## src/rtl/sgi_pkg.sv

```systemverilog
// Package: shared constants for the SGI source tracker.
// Assumes at most eight CPUs, so a source number fits in three bits.
package sgi_pkg;
    localparam int SGI_COUNT = 16;
    localparam int SGI_ID_W  = $clog2(SGI_COUNT);
    localparam int MAX_CPU   = 8;
    localparam int SRC_W     = $clog2(MAX_CPU);
    localparam int INTID_W   = 10;
    localparam int ACK_W     = INTID_W + SRC_W;
    localparam int RD_W      = 32;
    localparam int PER_WORD  = RD_W / MAX_CPU;
    localparam int RD_WORDS  = SGI_COUNT / PER_WORD;
    localparam int RD_IDX_W  = $clog2(RD_WORDS);
    localparam logic [INTID_W-1:0] SPURIOUS_ID = 10'd1023;
endpackage

```

## src/rtl/sgi_pick.sv

```systemverilog
// Module: sgi_pick
// Picks the lowest-numbered SGI that has any source bit set. For that SGI
// it also picks the lowest-numbered source bit. Purely combinational.
// Assumes the masks come straight from one target CPU's storage.
module sgi_pick
    import sgi_pkg::*;
#(
    parameter int NUM_SGI = SGI_COUNT
) (
    input  logic [NUM_SGI-1:0][MAX_CPU-1:0] masks,
    output logic                            hit,
    output logic [SGI_ID_W-1:0]             id,
    output logic [SRC_W-1:0]                src
);
    // Scan downward so that the lowest pending index is written last.
    always_comb begin
        hit = 1'b0;
        id  = '0;
        src = '0;
        for (int i = NUM_SGI - 1; i >= 0; i--) begin
            if (|masks[i]) begin
                hit = 1'b1;
                id  = SGI_ID_W'(i);
            end
        end
        for (int s = MAX_CPU - 1; s >= 0; s--) begin
            if (masks[id][s]) src = SRC_W'(s);
        end
    end


    pick_src_set_chk: assert final (!hit || masks[id][src]);
endmodule

```

## src/rtl/sgi_target_bank.sv

```systemverilog
// Module: sgi_target_bank
// Source-mask storage for one target CPU. It applies generate sets,
// acknowledge clears and clear-by-source writes, and presents the
// acknowledge value and the read word.
// Assumes gen_sel is already qualified by valid, target bit and source range.
module sgi_target_bank
    import sgi_pkg::*;
#(
    parameter int NUM_SGI = SGI_COUNT
) (
    input  logic                clk,
    input  logic                rst_n,
    input  logic                gen_sel,
    input  logic [SGI_ID_W-1:0] gen_sgi,
    input  logic [SRC_W-1:0]    gen_src,
    input  logic                ack_req,
    input  logic                clr_valid,
    input  logic [SGI_ID_W-1:0] clr_id,
    input  logic [MAX_CPU-1:0]  clr_mask,
    input  logic [RD_IDX_W-1:0] rd_idx,
    output logic [ACK_W-1:0]    ack_value,
    output logic [RD_W-1:0]     rd_data
);
    logic [NUM_SGI-1:0][MAX_CPU-1:0] mask_q;
    logic [NUM_SGI-1:0][MAX_CPU-1:0] set_v;
    logic [NUM_SGI-1:0][MAX_CPU-1:0] clr_v;
    logic                            pick_hit;
    logic [SGI_ID_W-1:0]             pick_id;
    logic [SRC_W-1:0]                pick_src;
    logic                            ack_fire;

    sgi_pick #(.NUM_SGI(NUM_SGI)) u_pick (
        .masks (mask_q),
        .hit   (pick_hit),
        .id    (pick_id),
        .src   (pick_src)
    );

    assign ack_fire = ack_req && pick_hit;

    // Build the per-bit set and clear vectors for this cycle.
    always_comb begin
        set_v = '0;
        clr_v = '0;
        if (gen_sel) set_v[gen_sgi][gen_src] = 1'b1;
        if (ack_fire) clr_v[pick_id][pick_src] = 1'b1;
        if (clr_valid) clr_v[clr_id] = clr_v[clr_id] | clr_mask;
    end

    // Storage update: clears first, then sets, so a generate wins.
    always_ff @(posedge clk) begin
        if (!rst_n) mask_q <= '0;
        else        mask_q <= (mask_q & ~clr_v) | set_v;
    end

    // Acknowledge value: {source, id} or the spurious ID.
    always_comb begin
        if (pick_hit) ack_value = {pick_src, INTID_W'(pick_id)};
        else          ack_value = {{SRC_W{1'b0}}, SPURIOUS_ID};
    end

    // Read word: four consecutive SGI masks, lowest SGI in the low byte.
    always_comb begin
        for (int k = 0; k < PER_WORD; k++) begin
            rd_data[k*MAX_CPU +: MAX_CPU] = mask_q[int'(rd_idx) * PER_WORD + k];
        end
    end


    gen_wins_chk: assert property (@(posedge clk) disable iff (!rst_n)
        gen_sel |=> mask_q[$past(gen_sgi)][$past(gen_src)]);


    ack_clears_chk: assert property (@(posedge clk) disable iff (!rst_n)
        ack_fire && !gen_sel |=> !mask_q[$past(pick_id)][$past(pick_src)]);


    ack_one_src_chk: assert property (@(posedge clk) disable iff (!rst_n)
        ack_fire && !gen_sel && !clr_valid |=>
        ($countones(mask_q[$past(pick_id)]) + 1 == $countones($past(mask_q[pick_id]))));


    idle_stable_chk: assert property (@(posedge clk) disable iff (!rst_n)
        !gen_sel && !ack_fire && !clr_valid |=> $stable(mask_q));
endmodule

```

## src/rtl/sgi_src_tracker.sv

```systemverilog
// Module: sgi_src_tracker
// Top level. It qualifies generate requests and fans them out to one
// storage bank per target CPU. Per-CPU ports are flat vectors, with CPU c
// in slice c.
// Assumes NUM_CPU is between 1 and 8.
module sgi_src_tracker
    import sgi_pkg::*;
#(
    parameter int NUM_CPU = 4,
    parameter int NUM_SGI = SGI_COUNT
) (
    input  logic                        clk,
    input  logic                        rst_n,
    input  logic                        gen_valid,
    input  logic [SRC_W-1:0]            gen_src,
    input  logic [SGI_ID_W-1:0]         gen_sgi,
    input  logic [NUM_CPU-1:0]          gen_targets,
    input  logic [NUM_CPU-1:0]          ack_req,
    output logic [NUM_CPU*ACK_W-1:0]    ack_value,
    input  logic [NUM_CPU-1:0]          clr_valid,
    input  logic [NUM_CPU*SGI_ID_W-1:0] clr_id,
    input  logic [NUM_CPU*MAX_CPU-1:0]  clr_mask,
    input  logic [NUM_CPU*RD_IDX_W-1:0] rd_idx,
    output logic [NUM_CPU*RD_W-1:0]     rd_data
);
    logic gen_ok;

    // A request counts only if it comes from an existing source CPU.
    assign gen_ok = gen_valid && (int'(gen_src) < NUM_CPU);

    for (genvar c = 0; c < NUM_CPU; c++) begin : g_cpu
        sgi_target_bank #(.NUM_SGI(NUM_SGI)) u_bank (
            .clk       (clk),
            .rst_n     (rst_n),
            .gen_sel   (gen_ok && gen_targets[c]),
            .gen_sgi   (gen_sgi),
            .gen_src   (gen_src),
            .ack_req   (ack_req[c]),
            .clr_valid (clr_valid[c]),
            .clr_id    (clr_id[c*SGI_ID_W +: SGI_ID_W]),
            .clr_mask  (clr_mask[c*MAX_CPU +: MAX_CPU]),
            .rd_idx    (rd_idx[c*RD_IDX_W +: RD_IDX_W]),
            .ack_value (ack_value[c*ACK_W +: ACK_W]),
            .rd_data   (rd_data[c*RD_W +: RD_W])
        );
    end
endmodule

```

## config.mk

```make
export PLATFORM = sky130hd
export DESIGN_NAME = sgi_src_tracker
export DESIGN_NICKNAME = d
export VERILOG_FILES = /design/src/rtl/sgi_pkg.sv /design/src/rtl/sgi_pick.sv /design/src/rtl/sgi_target_bank.sv /design/src/rtl/sgi_src_tracker.sv
export SDC_FILE = /design/constraint.sdc
export NUM_CORES = 2
export LEC_CHECK = 0
export ABC_AREA = 1
export BUFFER_PORTS_ARGS = -buffer_cell sky130_fd_sc_hd__buf_2
export CORE_MARGIN = 5
export CORE_UTILIZATION = 35
export CTS_CLUSTER_DIAMETER = 80
export DETAILED_ROUTE_END_ITERATION = 10
export SKIP_CTS_REPAIR_TIMING = 1
export SYNTH_ARGS = -nofsm -noshare
export SYNTH_HDL_FRONTEND = slang
export SYNTH_SLANG_ARGS = --single-unit
```

## constraint.sdc

```tcl
create_clock -name clk -period 7.61 [get_ports clk]
set_input_delay 1.522 -clock clk [delete_from_list [all_inputs] [get_ports clk]]
set_output_delay 1.522 -clock clk [all_outputs]
set_load 0.02 [all_outputs]
```

==> After elaboration in Yosys (flattened, before gate mapping) <==
Cells that the tools add are included.
{ "totals": {"ff_bits": 512, "inputBits": 78, "out_inout_bits": 180, "elab_cells": 492} }
{ "classes": {"addsub": 12, "magnitude_cmp": 45, "mux": 268, "bitwise": 16, "n_reduce_logical": 87} }
{ "op_table": {"columns": ["op", "count"], "rows": [
  ["128-bit two-way mux", 12],
  ["8-bit binary-select mux with 4-bit select", 20],
  ["128-bit bitwise AND", 4],
  ["128-bit bitwise mux", 4],
  ["128-bit NOT", 4],
  ["128-bit bitwise OR", 4],
  ["8-bit OR reduction", 64],
  ["32-bit by 6-bit < comparator with 1-bit output, second input constant", 12],
  ["8-bit two-way mux", 45],
  ["8-bit demux with 4-bit select", 9],
  ["4-bit two-way mux", 64],
  ["3-bit two-way mux", 32],
  ["1-bit two-way mux", 69],
  ["4-bit by 5-bit < comparator with 1-bit output, second input constant", 13],
  ["8-bit binary-select mux with 2-bit select", 4],
  ["13-bit two-way mux", 4],
  ["4-bit by 2-bit adder with 5-bit output, second input constant", 8],
  ["4-bit by 1-bit >= comparator with 1-bit output, second input constant", 9],
  ["8-bit bitwise OR", 4],
  ["1-bit logical AND", 23],
  ["4-bit by 1-bit adder with 5-bit output, second input constant", 4],
  ["3-bit by 4-bit < comparator with 1-bit output, second input constant", 5],
  ["1-bit demux with 3-bit select", 5],
  ["3-bit by 1-bit >= comparator with 1-bit output, second input constant", 5],
  ["3-bit < comparator, second input constant", 1]
]} }

==> Logic depth before layout (Yosys ltp) <==
{ "depth": {"word_depth": 42, "mapped_depth": 50} }

==> Cells and area by module <==
Synthesis repeated with hierarchy kept, for this count alone.
{ "unflattened": {"hier_cells": 8231, "hier_area_um2": 45585.0} }
{ "by_module_without_submodules": {"columns": ["mod", "instances", "cells_per_inst", "area_per_inst_um2", "seq_area_each_um2"], "rows": [
  ["sgi_target_bank at g_cpu[1].u_bank ...", 2, 1643, 9520.4, 2562.5],
  ["sgi_target_bank at g_cpu[3].u_bank", 1, 1642, 9459.1, 2562.5],
  ["sgi_target_bank at g_cpu[0].u_bank", 1, 1641, 9407.8, 2562.5],
  ["sgi_pick", 4, 413, 1909.3, 0.0],
  ["sgi_src_tracker", 1, 10, 40.0, 0.0]
]} }

==> Least setup slack after synthesis <==
No wires, ideal clock.
{ "synth_path": {"path_type": "input to output", "start": "in rd_idx[2]", "end": "out rd_data[63]", "t_arrival_ns": 2.738, "path_slack_ns": 3.350, "stages": 6, "path_buffers": 3, "path_cell_list": "clkbuf_1 inv_1 clkbuf_1 clkbuf_1 a21oi_1 a21oi_1"} }
{ "synth_between": {"elab_chain_len": 4} }
{ "synth_lines": {"columns": ["element", "line", "text"], "rows": [
  ["from (decl)", "sgi_src_tracker.sv:23", "input logic [NUM_CPU*RD_IDX_W-1:0] rd_idx,"],
  ["4-bit by 2-bit adder with 5-bit output", "sgi_target_bank.sv:65", "rd_data[k*MAX_CPU +: MAX_CPU] = mask_q[int'(rd_idx) * PER_WORD + k];"],
  ["8-bit binary-select mux with 4-bit select", "sgi_target_bank.sv:65", null],
  ["8-bit two-way mux (implied by the code) (2 in series)", "sgi_target_bank.sv:65", null],
  ["to (decl)", "sgi_src_tracker.sv:24", "output logic [NUM_CPU*RD_W-1:0] rd_data"]
]} }
No other way between the ends. The select of a mux whose other input is x is not followed.

==> Worst setup path in the final report <==
{ "layout_path": {"start": "reg g_cpu[1].u_bank.mask_q[73] in the netlist's numbering", "end": "reg g_cpu[1].u_bank.mask_q[83] in the netlist's numbering"} }
{ "layout_between": {"elab_chain_len": 36, "word_cells_on_any_way": 51, "classes_between": "order compare: 4; mux: 39; bitwise: 4; reduce/logical: 4"} }
{ "layout_lines": {"columns": ["element", "line", "text"], "rows": [
  ["from (decl)", "sgi_target_bank.sv:24", "logic [NUM_SGI-1:0][MAX_CPU-1:0] mask_q;"],
  ["from (signal assigned)", "sgi_target_bank.sv:53", "else mask_q <= (mask_q & ~clr_v) | set_v;"],
  ["8-bit OR reduction", "sgi_pick.sv:21", "if (|masks[i]) begin"],
  ["4-bit two-way mux (10 in series)", "sgi_pick.sv:21", null],
  ["8-bit binary-select mux with 4-bit select", "sgi_pick.sv:27", "if (masks[id][s]) src = SRC_W'(s);"],
  ["8-bit two-way mux (implied by the code)", "sgi_pick.sv:27", null],
  ["3-bit two-way mux (8 in series)", "sgi_pick.sv:27", null],
  ["3-bit by 4-bit < comparator with 1-bit output (implied by the code) / 3-bit by 1-bit >= comparator with 1-bit output (equally long branches)", "sgi_target_bank.sv:46", "if (ack_fire) clr_v[pick_id][pick_src] = 1'b1;"],
  ["1-bit logical AND (implied by the code)", "sgi_target_bank.sv:46", null],
  ["1-bit two-way mux (implied by the code)", "sgi_target_bank.sv:46", null],
  ["[4 not listed]", null, null],
  ["8-bit binary-select mux with 4-bit select", "sgi_target_bank.sv:47", "if (clr_valid) clr_v[clr_id] = clr_v[clr_id] | clr_mask;"],
  ["8-bit two-way mux (implied by the code)", "sgi_target_bank.sv:47", null],
  ["8-bit bitwise OR", "sgi_target_bank.sv:47", null],
  ["128-bit bitwise mux", "sgi_target_bank.sv:47", null],
  ["128-bit two-way mux *", "sgi_target_bank.sv:47", null],
  ["128-bit NOT *", "sgi_target_bank.sv:53", null],
  ["128-bit bitwise AND *", "sgi_target_bank.sv:53", null],
  ["128-bit bitwise OR *", "sgi_target_bank.sv:53", null]
]} }
Mark *: on every way between the ends. The rest lies on a longest branch, timed or not. The select of a mux whose other input is x is not followed.
A chain may end at the register's enable or synchronous reset.

==> impl_metrics.csv <==
group,metric,value,unit
power_and_ir_drop,ir_drop,0.157,mV
run,cap_violations,0,
layout,largest_reg_flops,512,
placement,dp_hpwl,194000,µm
placement,dpl-instance-area,45300,µm²
grt,grt_overflow,0,
cts,clk_latency,0.65,ns
critical_path,crit_slowest_cell,"nor2_2",
grt,grt_util_all_layers,37.5,%
critical_path,crit_path_start_kind,"register",
cts,h-tree-depth,3,
grt,grt_pass1_vias,51600,
grt,grt_pass1_wl,368000,µm
cts,clock_sinks,512,
route,routed_wirelength,260000,µm
floorplanning,start_util,35.3,%
logic_synthesis,synth_commonest_cells,"nand2_1 (2276), nor2_1 (1087), nand3_1 (925)",
logic_synthesis,synth_warnings,0,
route,wl_per_cell,27.6,µm
critical_path,crit_type,"reg2reg",
logic_synthesis,yosysTopAreaCellShare,23.8,%
min_path,hold_depth,2,
sta,fin_crit,6.92,ns
sta,rsz0062_at_grt,"no",
logic_synthesis,yosysMostFrequentCell,"nand2_1",
route,antenna_left,0,
layout,final_area,47800,µm²
layout,drive_gt1_share,10.2,%
placement,port_buffers,257,
logic_synthesis,syn_inst,7749,
logic_synthesis,synth_area_per_cell,5.57,µm²
critical_path,cp-end-kind,"register",
route,firstDrtPassIters,9,
floorplanning,die-height,361,µm
layout,nets,7842,
floorplanning,die_w,361,µm
logic_synthesis,synth.distinct_cells,59,
floorplanning,fp-row-count,128,
logic_synthesis,synth_edf_count,0,
grt,grt_max_degree,205,
sta,setup_tns,0,ns
layout,seqCellArea,10200,µm²
placement,place.gp.congestion,1.05,
logic_synthesis,synthArstFlopShare,0,%
floorplanning,core-area,122000,µm²
layout,final_cells,9448,
grt,antenna_found_initial,8,
route,vias,57000,
logic_synthesis,synth-seq-area-share,23.8,%
layout,syn2layout_area_growth,10.8,%
logic_synthesis,yosys_most_used_dff,"dfxtp_1",
route,post-route-drc-count,0,
floorplanning,io_pins,258,
critical_path,rr_worst_depth,29,
sta,max_freq,144,MHz
logic_synthesis,ys_ff_latch,512,
critical_path,critPathMostFrequentCell,"nand2_1",
power_and_ir_drop,finalPower,7.37,mW
critical_path,slowest_delay,0.77,ns
outcome,status,"finished clean",
cts,numCtsBuffers,71,
logic_synthesis,yosys.area.top_type,"dfxtp_1",
power_and_ir_drop,power.density,154,nW/µm²
layout,multi_input_area,27900,µm²
cts,root_buffer,"clkbuf_16",
floorplanning,dieArea,130000,µm²
sta,period_share,91.0,%
route,vias_per_cell,6.04,
sta,setup_viol,0,
logic_synthesis,synthTopCellsByArea,"dfxtp_1 (24%), nand2_1 (20%), nand3_1 (11%)",
layout,n_fill_cell,13800,
sta,hold_viol_final,0,
cts,clkTransAtPathRegs,0.06,ns
logic_synthesis,syn_area,43100,µm²
sta,slew_headroom,7.34,%
power_and_ir_drop,p_leak,18.9,nW
critical_path,cp.arrival,7.41,ns
route,drt_iter0_markers,9470,
sta,finalClockSkew,0.0230,ns
critical_path,crit_required,8.09,ns
placement,dp_cells,9316,
cts,cts_tree,"yes",
layout,largest-register,"g_cpu.u_bank.mask_q",
layout,reg_top3,"g_cpu.u_bank.mask_q (512)",
logic_synthesis,synth_nets,7827,
cts,cts_max_path_buffers,3,
sta,worst-slew-pin-transition,1.38,ns
min_path,hp-class,"reg2reg",
sta,maxSlewViolCount,0,
critical_path,path_max_fanout,23,
[cell usage in the layout (no fill, tap or decap), types with 26 or more instances in the layout]
| master | Yosys | routed |
|---|---|---|
| a21oi_1 | 421 | 421 |
| a31oi_1 | 101 | 101 |
| buf_2 | 58 | 257 |
| buf_4 | 58 | 128 |
| clkbuf_16 | 0 | 76 |
| clkinv_1 | 24 | 26 |
| dfxtp_1 | 512 | 512 |
| inv_1 | 656 | 653 |
| inv_2 | 55 | 55 |
| nand2_1 | 2276 | 2276 |
| nand2_2 | 46 | 46 |
| nand3_1 | 925 | 925 |
| nand4_1 | 170 | 170 |
| nor2_1 | 1087 | 1073 |
| nor2_2 | 44 | 53 |
| nor2_4 | 21 | 26 |
| nor3_1 | 66 | 66 |
| nor3_2 | 36 | 36 |
| nor4_1 | 71 | 71 |
| o21a_1 | 32 | 32 |
| o21ai_0 | 428 | 428 |
| o21ai_1 | 63 | 63 |
| o22ai_1 | 117 | 117 |
[power by group]
part / switching, mW / total [mW] / internal (mW)
Sequential: 0.00271 / 2.68 / 2.68
Clock: 1.48 / 3.60 / 2.12
Combinational: 0.881 / 1.09 / 0.211
[area by class of cell]
| type | instances | area share [%] |
|---|---|---|
| Antenna cell | 3 | 0.0157 |
| Timing Repair Buffer | 389 | 4.87 |
| Clock buffer | 96 | 4.31 |
| Tap cell | 1625 | 4.26 |
| Clock inverter | 33 | 0.791 |
| Sequential cell | 512 | 21.5 |
| Inverter | 738 | 5.83 |
| Multi-Input combinational cell | 6052 | 58.5 |
[final timing paths]
| check | start | slack [ns] | to |
|---|---|---|---|
| worst max-delay path | g_cpu[1].u_bank.mask_q[73] | 0.69 | g_cpu[1].u_bank.mask_q[83] |
| worst max register to register | g_cpu[1].u_bank.mask_q[73] | 0.69 | g_cpu[1].u_bank.mask_q[83] |
| worst min-delay path | g_cpu[0].u_bank.mask_q[76] | 0.45 | g_cpu[0].u_bank.mask_q[76] |
| worst min register to register | g_cpu[0].u_bank.mask_q[76] | 0.45 | g_cpu[0].u_bank.mask_q[76] |
[worst max-delay path: cells and delay by family, from the launching register on]
family	cells	cell delay [ns]
AO/OA/AOI/OAI	6	1.06
buffers and inverters	2	0.69
flip-flops	1	0.40
AND/OR/NAND/NOR	21	4.59
[cell families after synthesis]
logic type	synth area share [%]
AOI/OAI and AO/OA	15.6
buffers and inverters	11.6
DFF	23.8
and+or+nand+nor	49.0
[per-layer routing]
| layer | vias to the layer above | routed length (µm) | track usage (%) | part of all wire [%] |
|---|---|---|---|---|
| met1 | 26800 | 105000 | 50.7 | 40 |
| li1 | 25400 | - | - | - |
| met5 | - | 47 | 0.109 | 0.018 |
| met4 | 6 | 16100 | 18.9 | 6.2 |
| met3 | 754 | 32000 | 9.17 | 12 |
| met2 | 4099 | 107000 | 55.3 | 41 |
[stage by stage]
| stage | worst slack, ns | util [%] | hold WS, ns |
|---|---|---|---|
| final | 0.688 | 39.1 | 0.455 |
| after detailed placement | 1.01 | 37.1 | 0.443 |
| after floorplan | 3.35 | - | 0.428 |
| after CTS | 0.768 | 39.1 | 0.452 |
| after global placement | 1.06 | 37.1 | 0.439 |
| after global routing | 0.466 | 39.1 | 0.483 |
(Power assumes the default switching activity.)
